--- config.mk ---
export PLATFORM = sky130hd
export DESIGN_NAME = atten_ctl_top
export DESIGN_NICKNAME = d
export VERILOG_FILES = /design/src/rtl/atten_ctl_pkg.sv /design/src/rtl/atten_sync.sv /design/src/rtl/atten_shift.sv /design/src/rtl/atten_pwrup.sv /design/src/rtl/atten_ctl_top.sv
export SDC_FILE = /design/constraint.sdc
export NUM_CORES = 1
export LEC_CHECK = 0
export CORE_MARGIN = 2
export CORE_UTILIZATION = 35
export CTS_CLUSTER_SIZE = 8
export DETAILED_ROUTE_END_ITERATION = 12
export GPL_TIMING_DRIVEN = 0
export PLACE_DENSITY = 0.69
export SLEW_MARGIN = 20
export SYNTH_ARGS = -nofsm -noshare
export SYNTH_HDL_FRONTEND = slang
export SYNTH_SLANG_ARGS = --single-unit
export TNS_END_PERCENT = 50
--- constraint.sdc ---
create_clock -name clk -period 1.3 [get_ports clk]
set_clock_uncertainty 0.05 [all_clocks]
set_input_delay 0.13 -clock clk [delete_from_list [all_inputs] [get_ports clk]]
set_output_delay 0.13 -clock clk [all_outputs]
set_load 0.02 [all_outputs]
--- src/rtl/atten_ctl_pkg.sv ---
// Shared widths and types for the step attenuator control interface.
// Assumes a 6-bit word with the MSB worth 16 dB.
package atten_ctl_pkg;
    localparam int WORD_W     = 6;
    localparam int SYNC_DEPTH = 2;
    localparam int PUP_W      = 2;

    typedef logic [WORD_W-1:0] atten_word_t;

    typedef enum logic {
        SRC_PAR = 1'b0,
        SRC_SER = 1'b1
    } atten_src_e;
endpackage

--- src/rtl/atten_sync.sv ---
// Multi-stage synchroniser for one asynchronous control pin.
// Assumes the pin changes far more slowly than the system clock.
module atten_sync #(
    parameter int STAGES = 2
) (
    input  logic clk,
    input  logic rst_n,
    input  logic d_i,
    output logic q_o
);
    logic [STAGES-1:0] pipe_q;

    // Shift the pin value through the synchroniser chain.
    always_ff @(posedge clk) begin
        if (!rst_n) pipe_q <= '0;
        else        pipe_q <= {pipe_q[STAGES-2:0], d_i};
    end

    assign q_o = pipe_q[STAGES-1];
endmodule

--- src/rtl/atten_shift.sv ---
// Serial-in parallel-out register, MSB first, shifted on the sampled
// rising edge of the serial clock. Assumes clock and data share the same
// synchroniser depth, so they stay aligned.
module atten_shift #(
    parameter int W = 6
) (
    input  logic         clk,
    input  logic         rst_n,
    input  logic         sclk_s_i,
    input  logic         sdat_s_i,
    output logic [W-1:0] sr_o,
    output logic         shift_o
);
    logic         sclk_d_q;
    logic [W-1:0] sr_q;

    // Remember the last serial clock level for edge detection.
    always_ff @(posedge clk) begin
        if (!rst_n) sclk_d_q <= 1'b0;
        else        sclk_d_q <= sclk_s_i;
    end

    assign shift_o = sclk_s_i & ~sclk_d_q;

    // Shift new data into the low bit on each detected edge.
    always_ff @(posedge clk) begin
        if (!rst_n)       sr_q <= '0;
        else if (shift_o) sr_q <= {sr_q[W-2:0], sdat_s_i};
    end

    assign sr_o = sr_q;

    // the register moves only on a detected serial edge.
    a_r4_quiet: assert property (@(posedge clk) disable iff (!rst_n)
        !shift_o |=> $stable(sr_q));
endmodule

--- src/rtl/atten_pwrup.sv ---
// Chooses the start word loaded while reset is held, from the mode,
// latch-enable and power-up select pins.
module atten_pwrup #(
    parameter int W = 6
) (
    input  logic         mode_ser_i,
    input  logic         le_i,
    input  logic [1:0]   pup_i,
    input  logic [W-1:0] par_i,
    output logic [W-1:0] word_o
);
    localparam logic [W-1:0] SEL0_WORD = {1'b1, {(W-1){1'b0}}};
    localparam logic [W-1:0] SEL1_WORD = {2'b01, {(W-2){1'b0}}};

    // Pick the parallel pins or one of four fixed start words.
    always_comb begin
        if (mode_ser_i || le_i) begin
            word_o = par_i;
        end else begin
            case (pup_i)
                2'b00:   word_o = '0;
                2'b01:   word_o = SEL0_WORD;
                2'b10:   word_o = SEL1_WORD;
                default: word_o = '1;
            endcase
        end
    end

    // no select bits in parallel mode with latch low gives reference loss.
    always_comb begin
        if (!mode_ser_i && !le_i && pup_i == 2'b00)
            a_r9_zero_pick: assert (word_o == '0);
    end
endmodule

--- src/rtl/atten_ctl_top.sv ---
// Control front end of a 6-bit step attenuator. It offers direct
// parallel, latched parallel and serial programming through one output
// latch. Asynchronous pins are sampled in the clk domain, and reset
// models power-up.
module atten_ctl_top
    import atten_ctl_pkg::*;
(
    input  logic              clk,
    input  logic              rst_n,
    input  logic              mode_ser_i,
    input  logic [WORD_W-1:0] par_word_i,
    input  logic [PUP_W-1:0]  pup_sel_i,
    input  logic              ser_clk_i,
    input  logic              ser_data_i,
    input  logic              latch_en_i,
    output logic [WORD_W-1:0] atten_o,
    output logic              ser_out_o
);
    logic        sclk_s, sdat_s, le_s, shift_pulse;
    atten_word_t sr_word, pup_word, src_word, word_q;
    atten_src_e  src_sel;

    atten_sync #(.STAGES(SYNC_DEPTH)) u_sync_sclk (
        .clk(clk), .rst_n(rst_n), .d_i(ser_clk_i), .q_o(sclk_s));
    atten_sync #(.STAGES(SYNC_DEPTH)) u_sync_sdat (
        .clk(clk), .rst_n(rst_n), .d_i(ser_data_i), .q_o(sdat_s));
    atten_sync #(.STAGES(SYNC_DEPTH)) u_sync_le (
        .clk(clk), .rst_n(rst_n), .d_i(latch_en_i), .q_o(le_s));

    atten_shift #(.W(WORD_W)) u_shift (
        .clk(clk), .rst_n(rst_n), .sclk_s_i(sclk_s), .sdat_s_i(sdat_s),
        .sr_o(sr_word), .shift_o(shift_pulse));

    atten_pwrup #(.W(WORD_W)) u_pwrup (
        .mode_ser_i(mode_ser_i), .le_i(latch_en_i), .pup_i(pup_sel_i),
        .par_i(par_word_i), .word_o(pup_word));

    // Select the source the latch would pass.
    always_comb begin
        src_sel  = atten_src_e'(mode_ser_i);
        src_word = (src_sel == SRC_SER) ? sr_word : par_word_i;
    end

    // Output latch: load the start word in reset, pass when enabled.
    always_ff @(posedge clk) begin
        if (!rst_n)    word_q <= pup_word;
        else if (le_s) word_q <= src_word;
    end

    assign atten_o   = word_q;
    assign ser_out_o = sr_word[WORD_W-1];

    // the latch holds while the enable is low.
    a_r5_hold: assert property (@(posedge clk) disable iff (!rst_n)
        !le_s |=> $stable(atten_o));
    // direct parallel passes the pins.
    a_r6_follow: assert property (@(posedge clk) disable iff (!rst_n)
        (le_s && !mode_ser_i) |=> atten_o == $past(par_word_i));
    // serial mode passes the shift register.
    a_r1_serial_src: assert property (@(posedge clk) disable iff (!rst_n)
        (le_s && mode_ser_i) |=> atten_o == $past(sr_word));
    // serial power-up loads the parallel pins.
    a_r8_pwrup_serial: assert property (@(posedge clk)
        (!rst_n && mode_ser_i) |=> atten_o == $past(par_word_i));
    // parallel power-up with the enable high ignores the select pins.
    a_r10_pwrup_direct: assert property (@(posedge clk)
        (!rst_n && !mode_ser_i && latch_en_i) |=> atten_o == $past(par_word_i));
    // a shift moves the next bit to the chain output.
    a_r11_chain: assert property (@(posedge clk) disable iff (!rst_n)
        shift_pulse |=> ser_out_o == $past(sr_word[WORD_W-2]));
endmodule

; Word level (Yosys, flattened, before mapping)
; Cells that the tools add are included.
[word_totals]
ff_bits = 19
in_bits = 14
out_inout_bits = 7
elab_cells = 18
[classes]
eq_ne = 3
n_mux = 5
bitwise_logic = 2
reduce_logical = 2
[ops]
columns = cell, n
row1 = 6-bit 2-to-1 mux, 4
row2 = 6-bit one-hot mux with 3 select lines, 1
row3 = "2-bit by 1-bit equality test with 1-bit output, second input constant", 1
row4 = "2-bit equality test, second input constant", 1
row5 = 2-bit zero test, 1
row6 = "2-bit by 1-bit != test with 1-bit output, second input constant", 1
row7 = 1-bit AND, 1
row8 = 1-bit logical OR, 1
row9 = 1-bit inverter, 1

; Depth between registers and ports, before layout
[depth]
word_depth = 4
ltp_mapped = 4
mapped_depth_nobuf = 3

; Cells and area by module
; Synthesis repeated with hierarchy kept, for this count alone.
[hier_totals]
cells_unflattened = 75
area_unflattened_um2 = 812.0
[modules_own_cells]
columns = module, n_inst, cells_each, area_per_inst_um2, seq_area_each_um2
row1 = atten_ctl_top, 1, 27, 317.8, 180.2
row2 = atten_shift, 1, 24, 264.0, 140.1
row3 = atten_sync, 3, 4, 52.6, 40.0
row4 = atten_pwrup, 1, 12, 72.6, 0.0

; Worst setup path after synthesis
; No wires, ideal clock.
[synth_timing]
kind = flip-flop to flip-flop
start = register u_shift.sr_q[5] (netlist: u_shift.sr_o[5])
end = register word_q[5] (netlist: atten_o[5]) (data pin)
setup_ns = 0.257
t_arrival_ns = 0.732
required_ns = 0.993
path_slack_ns = 0.261
stages_incl_launch_ff = 4
path_buffers = 0
period_less_slack_ns = 1.039
path_cell_list = dfxtp_1 -> mux2_4 -> nand2_1 -> o21ai_1
[synth_between]
elab_chain_cells = 3
[synth_lines]
columns = item, line
row1 = start: declaration, atten_shift.sv:15  ; logic [W-1:0] sr_q;
row2 = start signal: assignment, atten_shift.sv:28  ; else if (shift_o) sr_q <= {sr_q[W-2:0], sdat_s_i};
row3 = 6-bit 2-to-1 mux, atten_ctl_top.sv:41  ; src_word = (src_sel == SRC_SER) ? sr_word : par_word_i;
row4 = 6-bit 2-to-1 mux, atten_ctl_top.sv:47  ; else if (le_s) word_q <= src_word;
row5 = 6-bit 2-to-1 mux, atten_ctl_top.sv:46  ; if (!rst_n) word_q <= pup_word;
row6 = end signal: assignment, atten_ctl_top.sv:46
row7 = end signal: assignment, atten_ctl_top.sv:47
row8 = end: declaration, atten_ctl_top.sv:20  ; atten_word_t sr_word, pup_word, src_word, word_q;
; No other way between the ends. The select of a mux whose other input is x is not followed.
; A chain may end at the register's enable or synchronous reset.

; Final worst setup path
[layout_timing]
start = input port mode_ser_i
end = register word_q[5] (netlist: atten_o[5]) (data pin)
[layout_between]
elab_chain_cells = 3
elab_cells_between_ends = 5
classes_between = mux: 4 / reduce/logical: 1
[layout_lines]
columns = item, line
row1 = start: declaration, atten_ctl_top.sv:10  ; input logic mode_ser_i,
row2 = 6-bit 2-to-1 mux / 1-bit logical OR (equally long branches), "atten_ctl_top.sv:41, atten_pwrup.sv:17"
row3 = "6-bit 2-to-1 mux, on equally long branches", "atten_ctl_top.sv:47, atten_pwrup.sv:17"
row4 = 6-bit 2-to-1 mux *, atten_ctl_top.sv:46
; Mark *: on every way between the ends. The rest lies on a longest branch, timed or not. The select of a mux whose other input is x is not followed.

==> impl_metrics.tcl <==
set metrics [dict create \
    status "finished clean" \
    start_kind "input port" \
    fin_crit_sh_pct 98.7 \
    drt_iter0_markers 12 \
    yosys_warnings 0 \
    setup_viol 0 \
    power_density_nw_per_um2 1040 \
    wl_mm 1.48 \
    worst_skew_pair.late_latency_ps 280 \
    clock-sinks 19 \
    area_delta_synth_final_pct 32.5 \
    hold-path-cell-count 2 \
    cts_tree "done" \
    crit_buf_inv 2 \
    syn_area_per_cell_um2 11.0 \
    hpwl_mm 1.09 \
    diodes 0 \
    htreeDepth 1 \
    viasPerCell 4.86 \
    path_clk_slew_ps 100 \
    hold_buffers 0 \
    max_cap_viol_count 0 \
    fillCellCount 211 \
    grt_pass1_wl_mm 2.52 \
    finalSetupTns_ps 0 \
    drc 0 \
    final_cells 125 \
    post_synth_num_cell_types 16 \
    path_class "in -> reg" \
    max_stage_delay_ps 560 \
    die_width_um 51.6 \
    placed_cell_area_um2 1030 \
    irDropWorstVdd_mv 0.787 \
    ys_seq_area_share_pct 55.6 \
    reg2reg_depth 3 \
    die_height_um 51.6 \
    path_cells "clkdlybuf4s50_1 > buf_6 > mux2_4 > nand2_1 > o21ai_1" \
    max_slew_margin_pct 81.5 \
    whs_ps 373 \
    p_leak_uw 0.000412 \
    dp.cells 120 \
    netlist_instances 72 \
    fin_area_um2 1050 \
    path_depth 5 \
    finalCriticalPeriod_ps 1280 \
    holdCritPathClass "in -> reg" \
    fin_nets 112 \
    arrival_ps 1280 \
    final-seq-area_um2 440 \
    crit_path_max_fanout 5 \
    io_buffers 20 \
    syn_area_um2 792 \
    core_area_um2 2170 \
    power_uw 1090 \
    drt_pass1_iterations 4 \
    multiInputGateArea_um2 330 \
    antenna_left 0 \
    path_delay_family "buffers and inverters" \
    antenna_found_initial 0 \
    drive_above_1_share_pct 11.3 \
    place.gp.congestion 0.692 \
    clockBufferDepth 2 \
    row_count 17 \
    grt_max_degree 11 \
    initial_utilization_pct 36.5 \
    pin_count 21 \
    post_cts_buffers 0 \
    synth-seq-cells 19 \
    crit_path_end_kind "register" \
    max_freq_mhz 780 \
    cp.required_ps 1290 \
    report.final.slew_viol_count 0 \
    hold_violations 0 \
    synth_fp_nets 86 \
    dieArea_um2 2660 \
    overflow 0 \
    cts_root_buf "clkbuf_4" \
    track_usage_pct 13.0 \
    wire_per_inst_um 11.8 \
    cpMaxStageDelayCell "clkdlybuf4s50_1" \
    cts_buffers 3 \
    grt_pass1_vias 584 \
    tightest_slew_ps 278 \
    via_count 607 \
]
==> layout by cell type (no fill, tap or decap) <==
master and n:
nor2_2 1, dfxtp_1 13, dlygate4sd2_1 7, mux2i_1 6, nand2b_1 2, buf_2 3, and2b_1 1, a22oi_1 4
nand2_1 14, clkdlybuf4s50_1 13, clkbuf_1 1, mux2_4 2, buf_6 1, a31oi_2 1, clkbuf_4 3, edfxtp_1 6
a21boi_1 6, o21ai_0 4, and2_1 7, o21ai_1 2
==> layout make-up <==
type / count / share of cell area [%]
Tap cell: 28 / 3.34
Timing Repair Buffer: 21 / 18.7
Clock buffer: 4 / 2.50
Sequential cell: 19 / 42.0
Multi-Input combinational cell: 50 / 31.5
Buffer: 3 / 2.03
==> worst paths after layout <==
kind | slack [ps] | startpoint | endpoint
max reg2reg | 300 | u_shift.sr_o[4] | atten_o[4]
min reg2reg | 390 | u_sync_sdat.pipe_q[1] | u_shift.sr_o[0]
min | 370 | ser_clk_i | u_sync_sclk.pipe_q[0]
max | 20 | mode_ser_i | atten_o[5]
==> what timing repair did <==
| item | in CTS | in global routing |
|---|---|---|
| gates resized for setup | 7 | 0 |
| cloned | 0 | 1 |
| setup endpoints to repair | 7 | 1 |
==> per-stage QoR <==
stage,worst slack [ps],utilization (%)
6_report,17.4,48.4
5_1_grt,-1.56,48.4
4_1_cts,42.3,48.2
3_5_place_dp,-267,47.3
3_3_place_gp,-241,47.3
2_1_floorplan,261,-
==> flip-flops by register name, summed over array words and instances, names as in the netlist <==
register	cells
atten_o	6
u_shift.sclk_d_q	1
u_shift.sr_o	6
u_sync_le.pipe_q	2
u_sync_sclk.pipe_q	2
u_sync_sdat.pipe_q	2
==> routing by layer <==
metal  part of all wire [%]  wire length, um  up-vias  track usage (%)
met5                      0                0        -                0
met4                   0.81               12        0             4.82
met3                    5.6               83        2             4.60
met2                     52              766       16             22.9
met1                     42              613      286             14.3
li1                       -                -      303                -
==> logic make-up (layout without fill, tap and decap cells) <==
| family | Yosys count | count (layout) | share of synthesized area, % |
|---|---|---|---|
| AND/OR/NAND/NOR | 25 | 25 | 15.5 |
| flip-flops | 19 | 19 | 55.6 |
| AO/OA/AOI/OAI | 17 | 17 | 14.8 |
| multiplexers | 8 | 8 | 11.4 |
| buffers and inverters | 3 | 28 | 2.69 |
==> Yosys cell counts, drive strengths merged <==
cell,count,area (um^2)
nand2,14,52.6
dfxtp,13,260
and2,7,43.8
a21boi,6,45.0
edfxtp,6,180
mux2i,6,60.1
o21ai,6,30.0
a22oi,4,30.0
buf,3,21.3
mux2,2,30.0
nand2b,2,12.5
a31oi,1,12.5
and2b,1,7.51
nor2,1,6.26
==> worst register-to-register path, cell delays in order (launching register included) <==
cell,delay (ps)
dfxtp_1,330
mux2_4,250
nand2_1,70
o21ai_1,60
==> report_power, final <==
group | leakage (uW) | switching [uW] | internal, uW
Sequential | 0.000167 | 5.59 | 642
Clock | 0.0000150 | 156 | 119
Combinational | 0.000231 | 81.1 | 87.6
Power figures use the tool's default switching activity.
